File: src/rtl/cfg_bridge_pkg.sv
package cfg_bridge_pkg;

  localparam int ADDR_W   = 32;
  localparam int FIELD_W  = 8;
  localparam int PORT_W   = 3;
  localparam int SIZE_W   = 2;
  localparam int EN_POS   = ADDR_W - 1;
  localparam int BUS_LSB  = 2 * FIELD_W;
  localparam int DFN_LSB  = FIELD_W;
  localparam int TGT_W    = 3 * FIELD_W;

  typedef enum logic [1:0] {
    SRC_ADDR = 2'd0,
    SRC_ONES = 2'd1,
    SRC_DOWN = 2'd2
  } rsp_src_e;

  function automatic logic [ADDR_W-1:0] size_ones(input logic [SIZE_W-1:0] sz);
    if (sz[1])      return {ADDR_W{1'b1}};
    else if (sz[0]) return {{(ADDR_W-16){1'b0}}, 16'hFFFF};
    else            return {{(ADDR_W-8){1'b0}}, 8'hFF};
  endfunction

endpackage

File: src/rtl/cfg_addr_reg.sv
module cfg_addr_reg
  import cfg_bridge_pkg::*;
(
  input  logic              clk,
  input  logic              rst_n,
  input  logic              wr_en,
  input  logic [ADDR_W-1:0] wdata,
  output logic [ADDR_W-1:0] q
);

  always_ff @(posedge clk or negedge rst_n) begin
    if (!rst_n)     q <= '0;
    else if (wr_en) q <= wdata;
  end

endmodule

File: src/rtl/cfg_route.sv
module cfg_route
  import cfg_bridge_pkg::*;
#(
  parameter logic [FIELD_W-1:0] LOCAL_BUS = '0
)(
  input  logic               accept,
  input  logic               wr,
  input  logic [PORT_W-1:0]  port,
  input  logic [SIZE_W-1:0]  size,
  input  logic [ADDR_W-1:0]  wdata,
  input  logic               cfg_en,
  input  logic [TGT_W-1:0]   target,
  output logic               addr_wr_en,
  output logic               req_valid,
  output logic [FIELD_W-1:0] req_bus,
  output logic [FIELD_W-1:0] req_devfn,
  output logic [FIELD_W-1:0] req_offset,
  output logic [ADDR_W-1:0]  req_wdata,
  output rsp_src_e           src
);

  logic is_word, is_window, addr_hit, bus_ok, go;

  always_comb begin
    is_word    = size[1];
    is_window  = port[PORT_W-1];
    addr_hit   = !is_window && (port[1:0] == 2'b00) && is_word;
    req_bus    = target[BUS_LSB +: FIELD_W];
    req_devfn  = target[DFN_LSB +: FIELD_W];
    bus_ok     = (req_bus == LOCAL_BUS);
    go         = is_window && cfg_en && bus_ok;
    if (is_word) req_offset = {target[FIELD_W-1:2], 2'b00};
    else         req_offset = target[FIELD_W-1:0] | {{(FIELD_W-2){1'b0}}, port[1:0]};
    req_wdata  = wdata & size_ones(size);
    addr_wr_en = accept && wr && addr_hit;
    req_valid  = accept && go;
    if (addr_hit)  src = SRC_ADDR;
    else if (go)   src = SRC_DOWN;
    else           src = SRC_ONES;
  end

endmodule

File: src/rtl/cfg_rsp_stage.sv
module cfg_rsp_stage
  import cfg_bridge_pkg::*;
(
  input  logic              clk,
  input  logic              rst_n,
  input  logic              capture,
  input  rsp_src_e          src,
  input  logic [SIZE_W-1:0] size,
  input  logic [ADDR_W-1:0] addr_q,
  input  logic              down_found,
  input  logic [ADDR_W-1:0] down_rdata,
  input  logic              rsp_ready,
  output logic              busy,
  output logic              rsp_valid,
  output logic [ADDR_W-1:0] rsp_rdata
);

  logic              s1_valid;
  rsp_src_e          s1_src;
  logic [SIZE_W-1:0] s1_size;
  logic [ADDR_W-1:0] result;

  always_ff @(posedge clk or negedge rst_n) begin
    if (!rst_n) begin
      s1_valid <= 1'b0;
      s1_src   <= SRC_ONES;
      s1_size  <= '0;
    end else begin
      s1_valid <= capture;
      if (capture) begin
        s1_src  <= src;
        s1_size <= size;
      end
    end
  end

  always_comb begin
    case (s1_src)
      SRC_ADDR: result = addr_q;
      SRC_DOWN: result = down_found ? (down_rdata & size_ones(s1_size)) : size_ones(s1_size);
      default:  result = size_ones(s1_size);
    endcase
  end

  always_ff @(posedge clk or negedge rst_n) begin
    if (!rst_n) begin
      rsp_valid <= 1'b0;
      rsp_rdata <= '0;
    end else if (s1_valid) begin
      rsp_valid <= 1'b1;
      rsp_rdata <= result;
    end else if (rsp_valid && rsp_ready) begin
      rsp_valid <= 1'b0;
    end
  end

  assign busy = s1_valid || rsp_valid;

  // a stalled response keeps its valid and data
  p_rsp_hold_r11: assert property (@(posedge clk) disable iff (!rst_n)
    rsp_valid && !rsp_ready |=> rsp_valid && $stable(rsp_rdata));

endmodule

File: src/rtl/cfg_port_bridge.sv
module cfg_port_bridge
  import cfg_bridge_pkg::*;
#(
  parameter logic [7:0] LOCAL_BUS = 8'h00
)(
  input  logic        clk,
  input  logic        rst_n,
  input  logic        io_req_valid,
  output logic        io_req_ready,
  input  logic        io_req_write,
  input  logic [2:0]  io_req_port,
  input  logic [1:0]  io_req_size,
  input  logic [31:0] io_req_wdata,
  output logic        io_rsp_valid,
  input  logic        io_rsp_ready,
  output logic [31:0] io_rsp_rdata,
  output logic        cfg_req_valid,
  output logic        cfg_req_write,
  output logic [7:0]  cfg_req_bus,
  output logic [7:0]  cfg_req_devfn,
  output logic [7:0]  cfg_req_offset,
  output logic [1:0]  cfg_req_size,
  output logic [31:0] cfg_req_wdata,
  input  logic        cfg_rsp_found,
  input  logic [31:0] cfg_rsp_rdata
);

  logic              accept, addr_wr_en, busy;
  logic [ADDR_W-1:0] addr_q;
  rsp_src_e          src;

  assign io_req_ready  = !busy;
  assign accept        = io_req_valid && io_req_ready;
  assign cfg_req_write = io_req_write;
  assign cfg_req_size  = io_req_size;

  cfg_addr_reg u_addr (
    .clk   (clk),
    .rst_n (rst_n),
    .wr_en (addr_wr_en),
    .wdata (io_req_wdata),
    .q     (addr_q)
  );

  cfg_route #(.LOCAL_BUS(LOCAL_BUS)) u_route (
    .accept     (accept),
    .wr         (io_req_write),
    .port       (io_req_port),
    .size       (io_req_size),
    .wdata      (io_req_wdata),
    .cfg_en     (addr_q[EN_POS]),
    .target     (addr_q[TGT_W-1:0]),
    .addr_wr_en (addr_wr_en),
    .req_valid  (cfg_req_valid),
    .req_bus    (cfg_req_bus),
    .req_devfn  (cfg_req_devfn),
    .req_offset (cfg_req_offset),
    .req_wdata  (cfg_req_wdata),
    .src        (src)
  );

  cfg_rsp_stage u_rsp (
    .clk        (clk),
    .rst_n      (rst_n),
    .capture    (accept && !io_req_write),
    .src        (src),
    .size       (io_req_size),
    .addr_q     (addr_q),
    .down_found (cfg_rsp_found),
    .down_rdata (cfg_rsp_rdata),
    .rsp_ready  (io_rsp_ready),
    .busy       (busy),
    .rsp_valid  (io_rsp_valid),
    .rsp_rdata  (io_rsp_rdata)
  );

  // input assumption, size code 3 is never presented
  p_size_legal_r7: assert property (@(posedge clk) disable iff (!rst_n)
    io_req_valid |-> io_req_size != 2'd3);

  // the address register changes only on a 32-bit write at offset 0
  p_addr_hold_r3: assert property (@(posedge clk) disable iff (!rst_n)
    !(accept && io_req_write && io_req_port == 3'd0 && io_req_size == 2'd2)
      |=> $stable(addr_q));

  // no downstream traffic while the enable flag is clear
  p_en_gate_r4: assert property (@(posedge clk) disable iff (!rst_n)
    cfg_req_valid |-> addr_q[EN_POS]);

  // word requests are aligned
  p_word_align_r6: assert property (@(posedge clk) disable iff (!rst_n)
    cfg_req_valid && cfg_req_size == 2'd2 |-> cfg_req_offset[1:0] == 2'b00);

  // only the local bus is ever addressed
  p_local_bus_r8: assert property (@(posedge clk) disable iff (!rst_n)
    cfg_req_valid |-> cfg_req_bus == LOCAL_BUS);

  // a read is answered two cycles after acceptance
  p_read_latency_r10: assert property (@(posedge clk) disable iff (!rst_n)
    accept && !io_req_write |=> !io_rsp_valid ##1 io_rsp_valid);

  // no new request while a response waits
  p_ready_low_r11: assert property (@(posedge clk) disable iff (!rst_n)
    io_rsp_valid |-> !io_req_ready);

endmodule

File: config.mk
export PLATFORM = sky130hd
export DESIGN_NAME = cfg_port_bridge
export DESIGN_NICKNAME = d
export VERILOG_FILES = /design/src/rtl/cfg_bridge_pkg.sv /design/src/rtl/cfg_addr_reg.sv /design/src/rtl/cfg_route.sv /design/src/rtl/cfg_rsp_stage.sv /design/src/rtl/cfg_port_bridge.sv
export SDC_FILE = /design/constraint.sdc
export NUM_CORES = 1
export LEC_CHECK = 0
export CAP_MARGIN = 10
export CORE_ASPECT_RATIO = 0.5
export CORE_MARGIN = 1.5
export CORE_UTILIZATION = 35
export CTS_BUF_LIST = sky130_fd_sc_hd__clkbuf_4 sky130_fd_sc_hd__clkbuf_8
export CTS_CLUSTER_DIAMETER = 100
export DETAILED_ROUTE_END_ITERATION = 16
export DONT_BUFFER_PORTS = 1
export SYNTH_ARGS = -nofsm -noshare
export SYNTH_HDL_FRONTEND = slang
export SYNTH_SLANG_ARGS = --single-unit
File: constraint.sdc
create_clock -name clk -period 1.51 [get_ports clk]
set_input_delay 0.2265 -clock clk [delete_from_list [all_inputs] [get_ports clk]]
set_output_delay 0.2265 -clock clk [all_outputs]
set_load 0.005 [all_outputs]
==> qor.csv <==
metric,value,unit
dr.pass1.iters,5,
rr_worst_depth,3,
hp-class,input pin to asynchronous set/reset pin,
fin_cells,473,
whs,-0.432,ns
p_leak,0.00184,uW
synth_top_area_share,47.9,%
numCtsBuffers,9,
syn_inst,332,
drt_iter0_drc,90,
relSlewSlack,69.6,%
vias_per_cell,5.10,
vias,2414,
cts_max_path_buffers,2,
grt_pass1_wl,13700,um
core,9730,um2
p_int,3590,uW
ys_types,31,
drive_above_1_share,25.1,%
comb_power_share,20.4,%
endpoint_kind,primary output,
p_clk_share,26.0,%
netlist.top_cell.by_area,dfrtp_1,
ys_warn_count,0,
synthesis.nets,407,
drc,0,
clk_pin_slew,0.08,ns
numPlacedInstances,433,
async_reset_ff_share,100,%
seq_power_share,53.6,%
fin_area,4060,um2
p_per_area,1300,nW/um2
ios,169,
antenna_found_initial,0,
ant_nets,0,
ir_drop,0.000455,V
die_h,74.8,um
insertion_delay,0.34,ns
r2r_slack,-0.04,ns
grt_pass1_vias,2489,
cts-root-buf,clkbuf_8,
tightestPinTransition,0.455,ns
synthFlopType,dfrtp_1,
pre_cts_slack,-0.0633,ns
arrival,1.47,ns
h-tree-depth,3,
status,finished with violations,
hold_viol,70,
rsz0062_at_grt,true,
die_w,147,um
synth_area,3610,um2
cts_sinks,70,
drv_cap,0,
n_fill_cell,934,
dpl_cell_area,3580,um2
worst_slack,-0.182,ns
dp_hpwl,6320,um
max_freq,591,MHz
slew_viol_final,0,
num_antenna_cells,0,
synthToLayoutAreaGrowth,12.5,%
routed_wl,9120,um
synth_edf_count,0,
period_needed,1.69,ns
cts_tree,built,
port_buffers,0,
crit_type,flop to primary output,
start_util,37.1,%
num_rows,25,
critPathMaxFanout,3,
yosysSeqAreaShare,48.6,%
syn_avg_cell_area,10.9,um2
violations,"hold timing, setup timing",
final_nets,408,
dieArea,11000,um2
swShare,31.8,%
grt_use_total,16.8,%
routabilityCongestion,0.735,
finalSetupViolCount,3,
grt_max_degree,71,
required,1.28,ns
grt-ovfl-total,0,
switchingPower,1670,uW
wl_per_cell,19.3,um
start_kind,flop,
period_share,112,%
synth-seq-cells,70,
finClkSkew,0.00877,ns
ys_top_cells_by_area,"dfrtp_1, mux2_4, buf_4, o21ai_0, nor2_1",
metal layers:
layer / global-route usage (%) / up-vias / part of all wire, %
met4: 4.49 / 0 / 0.73
met5: 0 / - / 0
li1: - / 1117 / -
met1: 21.8 / 1199 / 46
met2: 27.5 / 92 / 48
met3: 5.64 / 6 / 5.7
cell usage in the layout (no fill, tap or decap), types with 2 or more instances in the layout:
| master | Yosys | routed |
|---|---|---|
| and2_1 | 16 | 16 |
| nor2_1 | 33 | 31 |
| o221ai_1 | 8 | 8 |
| buf_12 | 0 | 2 |
| clkbuf_8 | 0 | 10 |
| nor2_2 | 0 | 2 |
| mux2_4 | 32 | 32 |
| a31oi_1 | 16 | 16 |
| dfrtp_1 | 69 | 69 |
| o21ai_0 | 25 | 25 |
| nor2b_1 | 9 | 9 |
| or2_2 | 2 | 2 |
| mux2_2 | 2 | 2 |
| dlygate4sd3_1 | 0 | 21 |
| nand2_1 | 18 | 18 |
| a21oi_1 | 8 | 8 |
| a32oi_1 | 8 | 8 |
| clkinvlp_4 | 0 | 3 |
| clkinv_2 | 0 | 3 |
| buf_4 | 33 | 19 |
| nand2b_1 | 8 | 8 |
| inv_1 | 11 | 11 |
| nor4_4 | 0 | 2 |
worst paths after layout:
kind / startpoint / to
max in group asynchronous: rst_n / u_rsp.s1_src[0]
worst min-delay path: rst_n / u_rsp.rsp_rdata[21]
worst max register to register: u_rsp.rsp_valid / u_rsp.s1_size[1]
min in group clk: io_req_wdata[13] / u_addr.q[13]
worst max-delay path: u_addr.q[23] / cfg_req_valid
worst min register to register: u_addr.q[25] / u_addr.q[25]
Yosys cell counts (2+ instances only):
master,count
nor4_1,2
nand2b_1,8
nand2_1,18
buf_6,5
o221ai_1,8
a21oi_1,8
clkbuf_1,15
dfrtp_1,69
nor2b_1,9
mux2_2,2
a32oi_1,8
o21ai_0,25
a31oi_1,16
nor2_1,33
mux2_4,32
or2_2,2
and2_1,16
inv_1,11
buf_4,33
power by group through the flow:
stage	registers [uW]	clock network, uW	logic, uW
finish	2820	1370	1070
global route	2870	1510	1200
CTS	2820	1440	1070
detailed placement	2840	0	988
global placement	2820	0	966
floorplan	2650	0	945
layout make-up:
cell class	instances	area, um2	area share [%]
clock buffers	10	138	3.39
clock inverters	6	37.5	0.925
inverters	11	41.3	1.02
multi-input cells	197	1480	36.6
flip-flops and latches	70	1750	43.2
well taps	135	169	4.16
repair buffers	44	437	10.8
metrics by stage:
step	TNS [ns]	utilization [%]	power (uW)
finish	-0.251	41.7	5260
global route	-0.383	41.7	5580
CTS	-0.329	41.4	5330
detailed placement	-0.125	36.8	3820
global placement	-0.0631	36.8	3790
floorplan	0	-	3600
kinds of logic (layout without fill, tap and decap cells):
family                 after synthesis  count (layout)  share of synthesized area [%]
AND/OR/NAND/NOR                     94              94                           14.0
flip-flops                          70              70                           48.6
AO/OA/AOI/OAI                       69              69                           12.2
buffers and inverters               65              71                           11.3
multiplexers                        34              34                           13.9
repair_timing:
action,CTS,global route
resized for setup,7,3
hold buffers,19,2
gates cloned,1,0
hold endpoints to repair,89,72
setup buffers,2,0
pin swaps,4,4
endpoints found under the setup margin,3,13
sequential cells by signal, summed over array words and instances (netlist names):
signal / count
u_addr.q: 32
u_rsp.rsp_rdata: 32
u_rsp.s1_size: 2
u_rsp.s1_src: 2
u_rsp.rsp_valid: 1
u_rsp.s1_valid: 1
worst max-delay path, stage by stage (launching register included):
cell     delay (ns)
dfrtp_1        0.41
nor4_4         0.31
nand4_1        0.24
nor2_2         0.16
Power figures use the tool's default switching activity.
